[src/rtl/sram_bridge_pkg.sv]
`timescale 1ns/1ps
package sram_bridge_pkg;

    typedef enum logic [2:0] {
        ST_IDLE,
        ST_WAKE,
        ST_SETUP,
        ST_READ,
        ST_RECOVER,
        ST_WE_FLOAT,
        ST_WE_DRIVE,
        ST_WE_HOLD
    } bridge_state_e;

    // cycles needed to cover a nanosecond requirement, never fewer than one
    function automatic int phase_cycles(input int ns, input int period);
        int n;
        n = (ns + period - 1) / period;
        if (n < 1) n = 1;
        return n;
    endfunction

    function automatic int max2(input int a, input int b);
        return (a > b) ? a : b;
    endfunction

endpackage

[src/rtl/sram_phase_timer.sv]
`timescale 1ns/1ps
module sram_phase_timer #(
    parameter int CNT_W = 4
) (
    input  logic             clk,
    input  logic             rst,
    input  logic             load,
    input  logic [CNT_W-1:0] load_val,
    output logic             zero
);
    logic [CNT_W-1:0] cnt_d, cnt_q;

    always_comb begin
        cnt_d = cnt_q;
        if (load)
            cnt_d = load_val;
        else if (cnt_q != '0)
            cnt_d = cnt_q - 1'b1;
    end

    always_ff @(posedge clk) begin
        if (rst) cnt_q <= '0;
        else     cnt_q <= cnt_d;
    end

    assign zero = (cnt_q == '0);

endmodule

[src/rtl/sram_bridge_fsm.sv]
`timescale 1ns/1ps
module sram_bridge_fsm
    import sram_bridge_pkg::*;
#(
    parameter int ADDR_W = 15,
    parameter int DATA_W = 8,
    parameter int CNT_W  = 4,
    parameter int N_PU   = 7,
    parameter int N_RD   = 8,
    parameter int N_TA   = 3,
    parameter int N_WZ   = 3,
    parameter int N_DRV  = 3
) (
    input  logic              clk,
    input  logic              rst,
    input  logic              idle_req,
    input  logic              req_valid,
    output logic              req_ready,
    input  logic              req_write,
    input  logic [ADDR_W-1:0] req_addr,
    input  logic [DATA_W-1:0] req_wdata,
    output logic              rsp_valid,
    output logic [DATA_W-1:0] rsp_rdata,
    output logic [ADDR_W-1:0] mem_addr,
    output logic              mem_ce_n,
    output logic              mem_oe_n,
    output logic              mem_we_n,
    output logic [DATA_W-1:0] mem_dq_o,
    output logic              mem_dq_oe,
    input  logic [DATA_W-1:0] mem_dq_i,
    output logic              tmr_load,
    output logic [CNT_W-1:0]  tmr_val,
    input  logic              tmr_zero
);
    localparam logic [CNT_W-1:0] L_PU  = CNT_W'(N_PU - 1);
    localparam logic [CNT_W-1:0] L_RD  = CNT_W'(N_RD - 1);
    localparam logic [CNT_W-1:0] L_TA  = CNT_W'(N_TA - 1);
    localparam logic [CNT_W-1:0] L_WZ  = CNT_W'(N_WZ - 1);
    localparam logic [CNT_W-1:0] L_DRV = CNT_W'(N_DRV - 1);

    typedef struct packed {
        bridge_state_e     st;
        logic              ce_n;
        logic              oe_n;
        logic              we_n;
        logic              dq_oe;
        logic              is_wr;
        logic              rsp_v;
        logic [ADDR_W-1:0] addr;
        logic [DATA_W-1:0] wdata;
        logic [DATA_W-1:0] rdata;
    } regs_t;

    regs_t d, q;

    always_comb begin
        d        = q;
        d.rsp_v  = 1'b0;
        tmr_load = 1'b0;
        tmr_val  = '0;
        unique case (q.st)
            ST_IDLE: begin
                if (req_valid) begin
                    d.addr  = req_addr;
                    d.wdata = req_wdata;
                    d.is_wr = req_write;
                    if (q.ce_n) begin
                        d.ce_n   = 1'b0;
                        d.st     = ST_WAKE;
                        tmr_load = 1'b1;
                        tmr_val  = L_PU;
                    end else begin
                        d.st = ST_SETUP;
                    end
                end else if (idle_req) begin
                    d.ce_n = 1'b1;
                end
            end
            ST_WAKE: begin
                if (tmr_zero) d.st = ST_SETUP;
            end
            ST_SETUP: begin
                tmr_load = 1'b1;
                if (q.is_wr) begin
                    d.we_n  = 1'b0;
                    d.st    = ST_WE_FLOAT;
                    tmr_val = L_WZ;
                end else begin
                    d.oe_n  = 1'b0;
                    d.st    = ST_READ;
                    tmr_val = L_RD;
                end
            end
            ST_READ: begin
                if (tmr_zero) begin
                    d.rdata  = mem_dq_i;
                    d.rsp_v  = 1'b1;
                    d.oe_n   = 1'b1;
                    d.st     = ST_RECOVER;
                    tmr_load = 1'b1;
                    tmr_val  = L_TA;
                end
            end
            ST_RECOVER: begin
                if (tmr_zero) d.st = ST_IDLE;
            end
            ST_WE_FLOAT: begin
                if (tmr_zero) begin
                    d.dq_oe  = 1'b1;
                    d.st     = ST_WE_DRIVE;
                    tmr_load = 1'b1;
                    tmr_val  = L_DRV;
                end
            end
            ST_WE_DRIVE: begin
                if (tmr_zero) begin
                    d.we_n = 1'b1;
                    d.st   = ST_WE_HOLD;
                end
            end
            ST_WE_HOLD: begin
                d.dq_oe = 1'b0;
                d.st    = ST_IDLE;
            end
            default: d.st = ST_IDLE;
        endcase
    end

    always_ff @(posedge clk) begin
        if (rst) begin
            q.st    <= ST_IDLE;
            q.ce_n  <= 1'b1;
            q.oe_n  <= 1'b1;
            q.we_n  <= 1'b1;
            q.dq_oe <= 1'b0;
            q.is_wr <= 1'b0;
            q.rsp_v <= 1'b0;
            q.addr  <= '0;
            q.wdata <= '0;
            q.rdata <= '0;
        end else begin
            q <= d;
        end
    end

    assign req_ready = (q.st == ST_IDLE);
    assign rsp_valid = q.rsp_v;
    assign rsp_rdata = q.rdata;
    assign mem_addr  = q.addr;
    assign mem_ce_n  = q.ce_n;
    assign mem_oe_n  = q.oe_n;
    assign mem_we_n  = q.we_n;
    assign mem_dq_o  = q.wdata;
    assign mem_dq_oe = q.dq_oe;

    // read and write strobes are never active together
    p_strobe_excl_r6: assert property (@(posedge clk) disable iff (rst)
        !(!q.oe_n && !q.we_n));

    // address frozen for the whole write pulse
    p_addr_hold_r6: assert property (@(posedge clk) disable iff (rst)
        !q.we_n |-> $stable(q.addr));

    // drive starts only after write enable has already been low
    p_float_first_r4: assert property (@(posedge clk) disable iff (rst)
        $rose(q.dq_oe) |-> (!q.we_n && !$past(q.we_n)));

    // driving only with output enable high, during the pulse or one cycle after
    p_drive_window_r4: assert property (@(posedge clk) disable iff (rst)
        q.dq_oe |-> (q.oe_n && (!q.we_n || !$past(q.we_n))));

    // deselected means no strobes and a floating bus
    p_deselect_float_r10: assert property (@(posedge clk) disable iff (rst)
        q.ce_n |-> (!q.dq_oe && q.oe_n && q.we_n));

    // response strobe is a single cycle
    p_rsp_pulse_r8: assert property (@(posedge clk) disable iff (rst)
        q.rsp_v |=> !q.rsp_v);

    // an accepted request makes the port busy
    p_accept_busy_r8: assert property (@(posedge clk) disable iff (rst)
        (req_valid && req_ready) |=> !req_ready);

endmodule

[src/rtl/sram_bridge.sv]
`timescale 1ns/1ps
module sram_bridge
    import sram_bridge_pkg::*;
#(
    parameter int ADDR_W          = 15,
    parameter int DATA_W          = 8,
    parameter int CLK_PERIOD_NS   = 10,
    parameter int T_CYCLE_NS      = 70,
    parameter int T_ADDR_ACC_NS   = 70,
    parameter int T_OE_ACC_NS     = 35,
    parameter int T_FLOAT_NS      = 25,
    parameter int T_WE_PULSE_NS   = 60,
    parameter int T_ADDR_SETUP_NS = 60,
    parameter int T_DATA_SETUP_NS = 30,
    parameter int T_WAKE_NS       = 70
) (
    input  logic              clk,
    input  logic              rst,
    input  logic              idle_req,
    input  logic              req_valid,
    output logic              req_ready,
    input  logic              req_write,
    input  logic [ADDR_W-1:0] req_addr,
    input  logic [DATA_W-1:0] req_wdata,
    output logic              rsp_valid,
    output logic [DATA_W-1:0] rsp_rdata,
    output logic [ADDR_W-1:0] mem_addr,
    output logic              mem_ce_n,
    output logic              mem_oe_n,
    output logic              mem_we_n,
    output logic [DATA_W-1:0] mem_dq_o,
    output logic              mem_dq_oe,
    input  logic [DATA_W-1:0] mem_dq_i
);
    localparam int C_CYC  = phase_cycles(T_CYCLE_NS, CLK_PERIOD_NS);
    localparam int N_PU   = phase_cycles(T_WAKE_NS, CLK_PERIOD_NS);
    // one spare cycle so capture lands strictly after data is valid
    localparam int N_RD   = max2(phase_cycles(T_ADDR_ACC_NS, CLK_PERIOD_NS),
                                 phase_cycles(T_OE_ACC_NS, CLK_PERIOD_NS)) + 1;
    localparam int N_TA   = max2(phase_cycles(T_FLOAT_NS, CLK_PERIOD_NS), C_CYC - 1 - N_RD);
    localparam int N_WZ   = phase_cycles(T_FLOAT_NS, CLK_PERIOD_NS);
    localparam int N_DRV  = max2(phase_cycles(T_DATA_SETUP_NS, CLK_PERIOD_NS),
                            max2(phase_cycles(T_WE_PULSE_NS, CLK_PERIOD_NS) - N_WZ,
                            max2(phase_cycles(T_ADDR_SETUP_NS, CLK_PERIOD_NS) - 1 - N_WZ,
                                 C_CYC - 2 - N_WZ)));
    localparam int N_MAX  = max2(max2(N_PU, N_RD), max2(max2(N_TA, N_WZ), N_DRV));
    localparam int CNT_W  = $clog2(N_MAX + 1);

    logic             tmr_load;
    logic [CNT_W-1:0] tmr_val;
    logic             tmr_zero;

    sram_phase_timer #(.CNT_W(CNT_W)) u_timer (
        .clk      (clk),
        .rst      (rst),
        .load     (tmr_load),
        .load_val (tmr_val),
        .zero     (tmr_zero)
    );

    sram_bridge_fsm #(
        .ADDR_W (ADDR_W),
        .DATA_W (DATA_W),
        .CNT_W  (CNT_W),
        .N_PU   (N_PU),
        .N_RD   (N_RD),
        .N_TA   (N_TA),
        .N_WZ   (N_WZ),
        .N_DRV  (N_DRV)
    ) u_fsm (
        .clk       (clk),
        .rst       (rst),
        .idle_req  (idle_req),
        .req_valid (req_valid),
        .req_ready (req_ready),
        .req_write (req_write),
        .req_addr  (req_addr),
        .req_wdata (req_wdata),
        .rsp_valid (rsp_valid),
        .rsp_rdata (rsp_rdata),
        .mem_addr  (mem_addr),
        .mem_ce_n  (mem_ce_n),
        .mem_oe_n  (mem_oe_n),
        .mem_we_n  (mem_we_n),
        .mem_dq_o  (mem_dq_o),
        .mem_dq_oe (mem_dq_oe),
        .mem_dq_i  (mem_dq_i),
        .tmr_load  (tmr_load),
        .tmr_val   (tmr_val),
        .tmr_zero  (tmr_zero)
    );

endmodule

[config.mk]
export PLATFORM = sky130hd
export DESIGN_NAME = sram_bridge
export DESIGN_NICKNAME = d
export VERILOG_FILES = /design/src/rtl/sram_bridge_pkg.sv /design/src/rtl/sram_phase_timer.sv /design/src/rtl/sram_bridge_fsm.sv /design/src/rtl/sram_bridge.sv
export SDC_FILE = /design/constraint.sdc
export NUM_CORES = 1
export LEC_CHECK = 0
export BUFFER_PORTS_ARGS = -buffer_cell sky130_fd_sc_hd__buf_2
export CAP_MARGIN = 40
export CELL_PAD_IN_SITES_DETAIL_PLACEMENT = 0
export CELL_PAD_IN_SITES_GLOBAL_PLACEMENT = 1
export CORE_MARGIN = 8
export CORE_UTILIZATION = 35
export CTS_CLUSTER_DIAMETER = 60
export DETAILED_ROUTE_END_ITERATION = 12
export PLACE_DENSITY_LB_ADDON = 0.25
export REMOVE_ABC_BUFFERS = 1
export SYNTH_ARGS = -nofsm -noshare
export SYNTH_HDL_FRONTEND = slang
export SYNTH_SLANG_ARGS = --single-unit
[constraint.sdc]
create_clock -name clk -period 1.89 [get_ports clk]
set_input_delay 0.189 -clock clk [delete_from_list [all_inputs] [get_ports clk]]
set_output_delay 0.189 -clock clk [all_outputs]
set_load 0.05 [all_outputs]
# Word-level counts from Yosys, hierarchy flattened
# Index checks and enable logic that the tools add are counted.
[op_classes]
addsub = 1
n_eq_ne = 15
muxes = 28
n_bitwise = 1
reduce_logical = 17
[ops]
columns = ["operator", "n"]
rows = [
  ["$mux W3", 9],
  ["$pmux W3 S8", 1],
  ["$ne A2 B2 Y1 const B", 7],
  ["$eq A3 B3 Y1 const B", 4],
  ["$mux W4", 3],
  ["$pmux W4 S3", 1],
  ["$reduce_bool A2 Y1", 5],
  ["$mux W1", 8],
  ["$reduce_and A2 Y1", 4],
  ["$eq A3 B2 Y1 const B", 2],
  ["$pmux W1 S2", 3],
  ["$reduce_and A3 Y1", 2],
  ["$reduce_and A6 Y1", 1],
  ["$logic_not A4 Y1", 1],
  ["$mux W2", 2],
  ["$reduce_bool A4 Y1", 1],
  ["$reduce_or A2 Y1", 2],
  ["$sub A4 B1 Y4 const B", 1],
  ["$eq A3 B1 Y1 const B", 1],
  ["$logic_not A3 Y1", 1],
  ["$pmux W1 S3", 1],
  ["$ne A2 B1 Y1 const B", 1],
  ["$not A1 Y1", 1],
]
[totals]
regBits = 44
output_inout_bits = 37

# Logic depth before layout (Yosys ltp)
# Gate-level depths: netlist (run 1).
[depth]
depth_word = 4
ltp_mapped = 7
depth_no_buf = 6

# Hierarchy
# From an unflattened synthesis (run 1), not the netlist that was laid out.
[unflattened]
cells_unflattened = 257
hier_area_um2 = 2089.5
[by_module_without_submodules]
columns = ["module", "instances", "cells_per_inst", "area_each_um2", "seq_area_each_um2"]
rows = [
  ["sram_bridge_fsm", 1, 233, 1860.5, 800.8],
  ["sram_phase_timer", 1, 24, 229.0, 80.1],
]

# Worst setup path before layout (run 1)
# Ideal clock, no wire load.
[synth_timing]
path_kind = "register to register"
startpoint = "reg u_fsm.q[39] (netlist bit)"
endpoint = "reg u_fsm.q (netlist bit u_fsm.mem_addr[10])"
setup_ps = 132
arrival_time_ps = 1536
path_slack_ps = 222
stages_incl_launch_ff = 7
path_buffers = 2
period_less_slack_ps = 1668
cell_sequence = "dfxtp_1 -> buf_6 -> nor3_4 -> nand2_1 -> clkbuf_1 -> nand2_1 -> a21oi_1"
[synth_via]
elab_chain_len = 2
[synth_rtl]
columns = ["element", "line", "text"]
rows = [
  ["start: declaration", "sram_bridge_fsm.sv:54", "regs_t d, q;"],
  ["$logic_not A3 Y1", "n/a", ""],
  ["net req_ready", "sram_bridge.sv:21", "output logic req_ready,"],
  ["$reduce_and A2 Y1 (no source line)", "n/a", ""],
]
# The timed path passes the listed nets, and every way through them passes these cells.
# A chain may end at the register's enable or synchronous reset.

# Worst setup path in the final report (run 1)
[layout_timing]
startpoint = "reg u_timer.cnt_q[0]"
endpoint = "reg u_fsm.q[39] (netlist bit)"
[layout_via]
elab_chain_len = 3
[layout_rtl]
columns = ["element", "line", "text"]
rows = [
  ["start: declaration", "sram_phase_timer.sv:11", "logic [CNT_W-1:0] cnt_d, cnt_q;"],
  ["start signal: assignment", "sram_phase_timer.sv:23", "else cnt_q <= cnt_d;"],
  ["$logic_not A4 Y1 *", "sram_phase_timer.sv:26", "assign zero = (cnt_q == '0);"],
  ["$ne A2 B2 Y1 (no source line)", "n/a", ""],
  ["$reduce_and A6 Y1 (no source line) *", "n/a", ""],
]
# Every way passes the cells marked *; elsewhere a longest branch is shown, timed or not.

==> results summary, run 1 <==
The run finished with clean final reports. After Yosys synthesis, XOR and XNOR cells account for 0.428% of the synthesized area. The final count of hold timing violations is 0. The wire length of the first global-routing pass is 7.62 mm.

The number of violations of the max-capacitance limit is 0. After synthesis, the largest family of logic cells by area is simple AND/OR/NAND/NOR gates. The clock period minus final worst setup slack came out at 1.62 ns.

The quantity of hold-fixing buffers added after cts is 0. The highest net fanout along the worst path is 5. At the worst endpoint, the required time is 2.11 ns. After detailed routing, the number of remaining DRC violations is 0.

The sum of net half-perimeters after detailed placement came out at 3.29 mm. The critical path in this run is classified as reg2reg. In this run, the number of DRC markers left after iteration 0 of detailed routing was 67. The aggregate global-route resource usage came out at 10.8%. The maximum resistive drop on vdd is 0.000540 V.

The row count is 28. Adding up every negative setup slack in the final design gives 0 ns. The number of flip-flops and latches in the synthesized netlist is 44. The share of synthesized cell area in full adder, half adder and majority cells is 0.612%. The total number of clock tree sinks is 44. The number of global-route vias before repair came out at 1,613.

The number of port buffers came out at 72. The count of instances resized after the clock tree is built is 0. Before antenna repair, the detailed router went through 4 iterations. The post-route netlist has 31.4% of its cells at a drive strength greater than 1. The starting utilization of the core area is 35.4%. The count of inserted antenna diode cells came out at 0. The synthesized netlist occupies a cell area of 0.00205 mm2. Of the total synthesized cell area, the portion taken by AND, OR, NAND and NOR gates is 19.9%. The tree is rooted in a clkbuf_8. The share of the yosys chip area belonging to registers is 43.1%.

Setup repair after global routing left no endpoint under its margin. The post-layout instance area is 0.00232 mm2. The overall overflow remaining after global route is 0.

The number of different library cells in the post-synthesis netlist is 36. The signal on the critical path passes through inv_1, ha_1, or3b_1, o21ai_0, o21a_1, mux2i_1. On the final layout, the worst clock skew is 0.00504 ns. The final core utilization came out at 40.1%. The routed layout has 1,599 vias.

The highest achievable clock rate came out at 0.618 GHz. The mean cell area of the mapped netlist is 8.42 um2. The area used by sequential logic in the layout came out at 881 um2.

The remaining max-slew budget at the tightest pin is 67.2%. The number of buffers created by CTS is 5. The die span in y is 92.5 um.

For this design the top-level I/O count stands at 73. The slack of the critical path is 0.271 ns. The total area inside the core boundary comes to 0.00578 mm2. The proportion of synthesized flip-flops having asynchronous set or reset is 0%.

The leakage power came out at 1.04 nW. The setup-violating endpoint count in the final report came out at 0. In the synthesized netlist, mux cells make up 4.89% of the area.

The H-tree was split into 2 levels. Yosys attributes the largest share of cell area to dfxtp_1, buf_4, nand2_1. The clock passes through at most 2 buffers.

At the pin with the least slew margin, the transition time is 0.491 ns. At the later pin of the worst-skew pair, clock insertion delay measures 0.29 ns. The area growth from synthesis to layout came out at 13.3%. The final weighted congestion in routability-driven placement came out at 0.733.

The count of nets left with antenna violations once routing finished came out at 0. The post-detailed-placement cell area came out at 0.00221 mm2. The detailed-route vias per instance is 4.47. In the final layout, the multi-input gates occupy 816 um2. Yosys instantiated no cell more often than nand2_1. In this run the post-CTS setup repair buffer count came out at 0. For this run, the leading register cell type out of synthesis is dfxtp_1.

After clock tree synthesis, the clock-pin slew on the worst setup and hold paths is 0.08 ns. The CTS tree is done. The area of the die is 0.00855 mm2.

The overall power came out at 3.50 mW. On the worst path, the slowest cell contributes a delay of 0.42 ns. The initial antenna violation count was 0. In this run the power density over the cells is 1510 mW/mm2. Entering global routing, the biggest net connects 26 pins. The max-slew violation count was 0. Yosys printed 0 warnings. Summed over its instances, the top area cell type makes up 43.1% of the synthesized netlist area. The minimum setup slack after placement came out at 0.275 ns. The class of the tightest hold or removal check is in2reg. Summed over all instances, the cell type with the most area after synthesis is dfxtp_1.

The fraction of the cycle the final worst path needs is 85.7%. The worst setup path is launched from a flop. The wire length per cell came out at 12.7 um. The synthesized netlist devotes 14.0% of its cell area to compound gates.

The layout filler cell count came out at 641. STA classifies the critical path endpoint as a flop. By count the netlist is led by nand2_1, dfxtp_1, a21oi_1, buf_4, nor2_1.

The number of synthesized flops with an enable pin came out at 0. The slowest stage of the critical path belongs to the cell or3b_1. In the synthesized netlist, the number of instances is 243. The width of the chip came out at 92.5 um. Data on the critical path arrives at its endpoint at 1.84 ns.

Summed over all layers, the routed wires come to 4.53 mm. The final-stage net count came out at 319.
-- state kept, by name, summed over array words and instances (netlist names), 4 cells and up --
signal,flops
u_fsm.mem_addr,15
u_fsm.mem_dq_o,8
u_fsm.rsp_rdata,8
u_fsm.q,4
u_timer.cnt_q,4
-- worst max-delay path, delay by kind of cell (launching register included) --
kind | cells | cell delay, ns
fa+ha+maj | 1 | 0.22
flops | 1 | 0.31
simple gates | 1 | 0.42
buf+inv | 1 | 0.08
compound gates | 2 | 0.34
mux | 1 | 0.18
-- logic make-up after synthesis --
logic type	after synthesis
adder cells (fa/ha/maj)	1
buffers and inverters	50
multiplexers	10
AND/OR/NAND/NOR	87
XOR/XNOR	1
AO/OA/AOI/OAI	50
flip-flops	44
-- report_power, final --
part | leakage (nW) | switching (mW) | internal (mW)
Clock | 0.0552 | 0.304 | 0.392
Sequential | 0.360 | 0.175 | 1.11
Combinational | 0.622 | 1.02 | 0.499
Total | 1.04 | 1.50 | 2.00
-- area by class of cell --
class,instances,share of cell area (%)
multi-input combinational,149,35.2
tap,75,4.05
clock inverter,2,1.51
inverter,4,0.648
timing repair buffer,78,17.5
clock buffer,6,3.13
sequential,44,38.0
-- cell usage in the layout (no fill, tap or decap), drive strengths merged, types with 3 or more instances in the layout --
master and n:
buf 78, nand2 54, dfxtp 44, a21oi 34, nor2 12, mux2i 10
clkbuf 6, o21ai 5, nor3 5, inv 4, nand2b 4, o21bai 3
-- final timing paths --
path	start	to	slack, ns	depth (start not counted)
hold / removal	req_addr[9]	u_fsm.mem_addr[9]$_SDFFE_PP0P_	0.13	3
hold reg to reg	u_fsm.mem_dq_o[5]$_SDFFE_PP0P_	u_fsm.mem_dq_o[5]$_SDFFE_PP0P_	0.45	2
setup reg to reg	u_timer.cnt_q[0]$_SDFFE_PP0P_	u_fsm.q[39]$_SDFFE_PP0P_	0.27	6
setup / recovery	u_timer.cnt_q[0]$_SDFFE_PP0P_	u_fsm.q[39]$_SDFFE_PP0P_	0.27	6
-- per-layer routing --
metal  global-route usage (%)  vias to the layer above  routed length (um)
met2                     18.1                       39                2260
met1                     12.3                      713                1940
met4                     4.56                        0                  76
met3                     3.48                        6                 265
met5                        0                        -                   0
li1                         -                      841                   -
-- stage by stage --
| stage | hold WS [ns] | std cells |
|---|---|---|
| after floorplan | 0.257 | 197 |
| after global placement | 0.422 | 350 |
| after detailed placement | 0.434 | 350 |
| after CTS | 0.113 | 358 |
| after global routing | 0.121 | 358 |
| final | 0.128 | 358 |
(Power assumes the default switching activity.)
==> inputs of run 2 (changes only) <==
--- a/config.mk
+++ b/config.mk
@@ -13,7 +13,7 @@
 export CORE_UTILIZATION = 35
 export CTS_CLUSTER_DIAMETER = 60
 export DETAILED_ROUTE_END_ITERATION = 12
-export PLACE_DENSITY_LB_ADDON = 0.25
+export PLACE_DENSITY = 0.88
 export REMOVE_ABC_BUFFERS = 1
 export SYNTH_ARGS = -nofsm -noshare
 export SYNTH_HDL_FRONTEND = slang
==> results summary, run 2 (synthesized netlist as in run 1, its figures left out) <==
The critical path data arrival time is 1.86 ns (+0.02 ns). Setup repair after global routing left no endpoint under its margin. The area of the die is 0.00855 mm2 (unchanged). The later-pin clock latency in the skew report came out at 0.29 ns (about the same). The maximum number of pins on one net before global-route repair is 26 (unchanged). The number of global-route vias before repair is 1,612 (-0.062%). The total power density per cell area is 1530 mW/mm2 (+1.1%). The count of instances resized after the clock tree is built came out at 0 (unchanged). The detailed-route vias per instance came to 4.64 (+3.9%). The highest achievable clock rate came to 0.613 GHz (-0.79%). The total number of H-tree levels came to 2 (unchanged). The die span in y is 92.5 um (unchanged). The type of the setup path with the least slack is reg2reg. The fraction of the cycle the final worst path needs came out at 86.4% (+0.68 points). The area inside the core boundary is 0.00578 mm2 (unchanged). The clock input transition at the sequential cells of the worst setup and hold paths is 0.08 ns (about the same). The quantity of hold-fixing buffers added after cts was 0 (unchanged). The maximum number of buffers from clock root to sink came to 2 (unchanged). The remaining max-slew budget at the tightest pin is 67.4% (+0.18 points). The setup TNS after final layout is 0 ns (unchanged). The leakage power is 1.04 nW (+0.42%).

The measured slew at the worst slew-check pin came out at 0.488 ns (-0.00274 ns). The detailed-routing iteration count for the pre-antenna-repair pass came out at 4 (unchanged). The wire length per cell is 12.7 um (+0.32%). The data required time of the worst path is 2.12 ns (about the same).

The initial antenna violation count is 0 (unchanged). The count of pins on the block boundary is 73 (unchanged). In the layout the commonest cells are buf_2, nand2_1, dfxtp_1, a21oi_1, nor2_1.

The maximum clock skew at final layout is 0.00457 ns (-0.000469 ns). The final hold slack is 0.121 ns (-0.00679 ns). The aggregate global-route resource usage is 10.6% (-0.17 points). The setup-violating endpoint count in the final report came to 0 (unchanged). The worst setup path is launched from a flop. The maximum resistive drop on vdd was 0.000601 V (+11%). The via count of the routed design came out at 1,656 (+3.6%). The fraction of final layout cells with drive strength greater than 1 is 31.2% (-0.24 points). The CTS tree is done. The count of inserted antenna diode cells is 0 (unchanged). The final count of hold timing violations came out at 0 (unchanged).

The final weighted congestion in routability-driven placement came out at 0.785 (+7.1%). The max-slew violation count is 0 (unchanged). The highest net fanout along the worst path was 5 (unchanged).

The flow ran to the end, and the final reports show no timing, DRC or antenna violations. The total number of clock tree sinks was 44 (unchanged). The flip-flop count of the largest register after layout came to 15 (unchanged). The number of violations of the max-capacitance limit is 0 (unchanged). The area growth from synthesis to layout came out at 14.2%. The width of the chip is 92.5 um (unchanged).

The sum of net half-perimeters after detailed placement came out at 3.33 mm (+1.4%). The number of nets still failing antenna checks after routing came out at 0 (unchanged). The routed wire length is 4.54 mm (about the same). The number of buffers created by CTS came to 5 (unchanged). The number of port buffers is 72 (unchanged).

The DRC violation total after the first TritonRoute iteration came out at 84 (+25%). The worst setup path is captured at a flop. Leaving out fill and tap cells, the most frequent cell in the layout is buf_2. The starting utilization of the core area is 35.4% (unchanged). The number of buffers inserted by post-CTS setup repair is 0 (unchanged). The class of the tightest hold or removal check is in2reg. The remaining design rule violation count came out at 0 (unchanged). The row count is 28 (unchanged).

The final-stage net count is 318 (-0.31%). The wire length of the first global-routing pass came to 7.51 mm (-1.4%). The final core utilization came out at 40.4% (+0.30 points). The overall overflow remaining after global route is 0 (unchanged). The clock tree root driver cell is clkbuf_8. The clock period minus final worst setup slack came out at 1.63 ns (+0.0129 ns).
==> run 2: cell types whose count changed in the layout (fill, tap and decap cells not counted) <==
| cell | change |
|---|---|
| buf_12 | +2 |
| buf_4 | -3 |
==> run 2: metal layers <==
metal / vias up / global-route usage (%) / routed length [um]
li1: 847 / - / -
met2: 45 / 16.7 / 2100
met1: 756 / 12.9 / 2070
met5: - / 0 / 0
met3: 8 / 3.80 / 280
met4: 0 / 4.03 / 80
==> run 2: layout make-up <==
| class | instances | area (um2) |
|---|---|---|
| Fill cell | 618 | 3440 |
| Sequential cell | 44 | 881 |
| Multi-Input combinational cell | 149 | 816 |
| Timing Repair Buffer | 77 | 423 |
| Tap cell | 75 | 93.8 |
| Clock buffer | 6 | 72.6 |
| Clock inverter | 2 | 35.0 |
| Inverter | 4 | 15.0 |
==> run 2: where the power goes <==
| group | total (mW) | internal (mW) | switching, mW |
|---|---|---|---|
| Sequential | 1.29 | 1.11 | 0.175 |
| Combinational | 1.57 | 0.535 | 1.04 |
| Clock | 0.708 | 0.392 | 0.316 |
==> run 2: path summary, 6_finish.rpt <==
path,to,from,slack (ns),cells after the start
min,u_fsm.mem_addr[14]$_SDFFE_PP0P_,req_addr[14],0.12,3
max reg2reg,u_fsm.q[39]$_SDFFE_PP0P_,u_timer.cnt_q[0]$_SDFFE_PP0P_,0.26,6
min reg2reg,u_fsm.mem_addr[3]$_SDFFE_PP0P_,u_fsm.mem_addr[3]$_SDFFE_PP0P_,0.45,2
max,u_fsm.q[39]$_SDFFE_PP0P_,u_timer.cnt_q[0]$_SDFFE_PP0P_,0.26,6
==> run 2: through the flow <==
step,setup WS [ns],cells,total power [mW],instance area (um2)
after detailed placement,0.280,349,2.90,2230
after CTS,0.250,357,3.62,2340
final,0.258,357,3.57,2340
after global routing,0.129,357,3.80,2340
after global placement,0.335,349,2.88,2230
after floorplan,-0.00477,197,2.43,1710
==> run 2: worst max-delay path, cell delays in order (launching register included) <==
cell and delay (ns):
dfxtp_1 0.31, inv_1 0.09, ha_1 0.22, or3b_1 0.42
o21ai_0 0.13, o21a_1 0.22, mux2i_1 0.18
==> inputs of run 3 (changes only) <==
--- a/config.mk
+++ b/config.mk
@@ -5,15 +5,16 @@
 export SDC_FILE = /design/constraint.sdc
 export NUM_CORES = 1
 export LEC_CHECK = 0
+export ABC_CLOCK_PERIOD_IN_PS = 1500
 export BUFFER_PORTS_ARGS = -buffer_cell sky130_fd_sc_hd__buf_2
 export CAP_MARGIN = 40
 export CELL_PAD_IN_SITES_DETAIL_PLACEMENT = 0
 export CELL_PAD_IN_SITES_GLOBAL_PLACEMENT = 1
 export CORE_MARGIN = 8
-export CORE_UTILIZATION = 35
+export CORE_UTILIZATION = 32
 export CTS_CLUSTER_DIAMETER = 60
 export DETAILED_ROUTE_END_ITERATION = 12
-export PLACE_DENSITY = 0.88
+export PLACE_DENSITY = 0.85
 export REMOVE_ABC_BUFFERS = 1
 export SYNTH_ARGS = -nofsm -noshare
 export SYNTH_HDL_FRONTEND = slang
==> constraint.sdc (replaced) <==
create_clock -name clk -period 1.5 [get_ports clk]
set_input_delay 0.15 -clock clk [delete_from_list [all_inputs] [get_ports clk]]
set_output_delay 0.15 -clock clk [all_outputs]
set_load 0.05 [all_outputs]
==> results summary, run 3 (synthesized netlist as in run 1, its figures left out) <==
The detailed-routed wire length on met2 came to 2.21 mm (+4.9%). The starting utilization of the core area is 32.6% (-2.8 points). The area of the multi-input gates came out at 843 um2 (+3.4%). The initial antenna violation count is 0 (unchanged). The library cells used most frequently in the layout, excluding fill and tap cells, are buf_2, nand2_1, dfxtp_1, a21oi_1, buf_4. The post-detailed-placement cell area came out at 0.00227 mm2 (+2.0%). The number of global-route vias before repair came out at 1,639 (+1.7%). The later-pin clock latency in the skew report is 0.29 ns (about the same).

The DRC violation total after the first TritonRoute iteration is 122 (+45%). The delay of the slowest cell on the worst path is 0.34 ns (-0.08 ns). The critical path ends at u_fsm.rsp_rdata[2]$_SDFFE_PP0P_. The quantity of hold-fixing buffers added after cts came out at 0 (unchanged). The setup-violating endpoint count in the final report came out at 0 (unchanged). The root buffer cell chosen for the clock tree is clkbuf_8. The clock period minus final worst setup slack came to 1.44 ns (-0.195 ns). The total power density per cell area is 1940 mW/mm2 (+27%). The CTS tree is done.

The worst setup path is launched from a flop. The highest achievable clock rate is 0.696 GHz (+14%). The area growth from synthesis to layout is 18.7%. The remaining max-slew budget at the tightest pin came out at 71.3% (+3.9 points). The maximum clock skew at final layout came to 0.00577 ns (+0.00120 ns). The fraction of the cycle the final worst path needs was 95.8% (+9.5 points). Setup repair after global routing could not meet its margin everywhere. The row count is 29 (+3.6%). The detailed-route vias per instance came out at 4.47 (-3.7%). In this run the worst setup path begins at u_timer.cnt_q[1]$_SDFFE_PP0P_. The total number of H-tree levels is 2 (unchanged).

The final hold slack is 0.0848 ns (-0.0367 ns). The area of the die was 0.00921 mm2 (+7.7%). The fraction of final layout cells with drive strength greater than 1 is 36.1% (+4.8 points). The sum of net half-perimeters after detailed placement came out at 3.50 mm (+5.1%).

The library cell used most frequently in the layout, excluding fill and tap cells, is buf_2. The count of inserted antenna diode cells came out at 0 (unchanged). The final count of hold timing violations is 0 (unchanged). The number of nets still failing antenna checks after routing came out at 0 (unchanged). The aggregate global-route resource usage came to 10.4% (-0.21 points).

The overall power came out at 4.70 mW (+32%). The register-to-register setup slack came out at 0.06 ns (-0.20 ns). On the critical path, the stage with the largest delay is an instance of and4b_4. The maximum number of pins on one net before global-route repair came out at 24 (-7.7%). The critical path in this run is classified as reg2reg.

The measured slew at the worst slew-check pin is 0.430 ns (-0.0582 ns). The area inside the core boundary is 0.00628 mm2 (+8.6%). The clock input transition at the sequential cells of the worst setup and hold paths is 0.09 ns (about the same). The leakage power was 1.09 nW (+5.0%). The wire length of the first global-routing pass is 7.69 mm (+2.3%).

The total number of clock tree sinks came out at 44 (unchanged). The data required time of the worst path came out at 1.68 ns (-0.44 ns). The final weighted congestion in routability-driven placement is 0.776 (-1.1%).

The end of the worst register-to-register path is u_fsm.rsp_rdata[2]$_SDFFE_PP0P_. The remaining design rule violation count is 0 (unchanged). The count of pins on the block boundary came out at 73 (unchanged). The run finished with clean final reports. The number of buffers created by CTS is 5 (unchanged). The highest net fanout along the worst path came out at 5 (unchanged). The count of cells along the worst register-to-register path is 6 (unchanged). The width of the chip came out at 96.0 um (+3.8%). The class of the tightest hold or removal check is in2reg.

The via count of the routed design came to 1,658 (+0.12%). The max-slew violation count came out at 0 (unchanged). Traced cell by cell, the critical path runs through inv_2, ha_4, nor3b_4, and4b_4, mux2i_1, nor2_1. The detailed-routing iteration count for the pre-antenna-repair pass came to 4 (unchanged).

The routed wire length came to 4.71 mm (+3.9%). The number of violations of the max-capacitance limit came to 0 (unchanged). The highest metal layer carrying signal wires in the routed design is met4.

The routed metal-1 wirelength came out at 2.16 mm (+4.4%). The wire length per cell came to 12.7 um (about the same). The post-layout instance area came to 0.00243 mm2 (+4.0%).

The maximum number of buffers from clock root to sink came to 2 (unchanged). The worst setup path is captured at a flop. The number of port buffers came out at 72 (unchanged). The overall overflow remaining after global route is 0 (unchanged). The critical path data arrival time came out at 1.61 ns (-0.25 ns).

The reg-to-reg critical path startpoint is u_timer.cnt_q[1]$_SDFFE_PP0P_. The layout filler cell count is 663 (+7.3%). The flip-flop count of the largest register after layout came out at 15 (unchanged). The routed length on met3 is 304 um (+8.6%). The final-stage net count came to 330 (+3.8%). The die span in y came out at 96.0 um (+3.8%).

The area used by sequential logic in the layout is 883 um2 (+0.28%). The maximum resistive drop on vdd is 0.000815 V (+36%).
run 3: cell types whose count changed in the layout (fill, tap and decap cells not counted), sizes merged:
cell   delta
buf      +11
and4b     +1
run 3: worst min-delay path by stage:
stage	startpoint	endpoint	slack, ns	depth (start not counted)
floorplan	rst	u_fsm.q[38]$_SDFFE_PP0P_	0.22	1
global placement	mem_dq_i[7]	u_fsm.rsp_rdata[7]$_SDFFE_PP0P_	0.38	3
detailed placement	mem_dq_i[4]	u_fsm.rsp_rdata[4]$_SDFFE_PP0P_	0.39	3
CTS	req_addr[9]	u_fsm.mem_addr[9]$_SDFFE_PP0P_	0.08	3
global route	req_addr[3]	u_fsm.mem_addr[3]$_SDFFE_PP0P_	0.08	3
finish	req_addr[4]	u_fsm.mem_addr[4]$_SDFFE_PP0P_	0.08	3
run 3: through the flow:
stage               setup TNS, ns  utilization (%)  setup slack, ns  cells
finish                          0             38.7           0.0629    371
global placement                0             36.2           0.0268    360
floorplan                  -10.45                -           -0.395    197
CTS                             0             38.1         0.000116    369
detailed placement              0             36.2          0.00610    360
global route               -0.186             38.7          -0.0438    371
run 3: where the power goes:
| group | leakage [nW] | switching, mW | internal [mW] |
|---|---|---|---|
| registers | 0.360 | 0.210 | 1.41 |
| clock network | 0.0552 | 0.408 | 0.495 |
| logic | 0.678 | 1.38 | 0.798 |
run 3: worst max-delay path, delay by kind of cell, from the launching register on:
family / cells / cell delay (ns)
AND/OR/NAND/NOR: 3 / 0.61
flip-flops: 1 / 0.33
adder cells (fa/ha/maj): 1 / 0.13
multiplexers: 1 / 0.20
buffers and inverters: 1 / 0.06
run 3: metal layers:
metal / vias up / global-route usage [%]
met2: 37 / 17.0
met5: - / 0
met1: 743 / 12.6
met3: 5 / 4.21
li1: 873 / -
met4: 0 / 2.30
run 3: final cells by class:
class	instances	share of cell area [%]
timing repair buffer	88	19.9
sequential	44	36.4
clock inverter	2	1.44
tap	77	3.97
multi-input combinational	150	34.7
inverter	4	0.618
clock buffer	6	2.99
run 3: repair_timing:
action / 4_1_cts / 5_1_grt
endpoints found under the hold margin: 0 / 0
setup endpoints to repair: 3 / 21
cloned: 1 / 0
gates resized for setup: 0 / 11
setup buffers: 0 / 2
pin swaps: 0 / 3
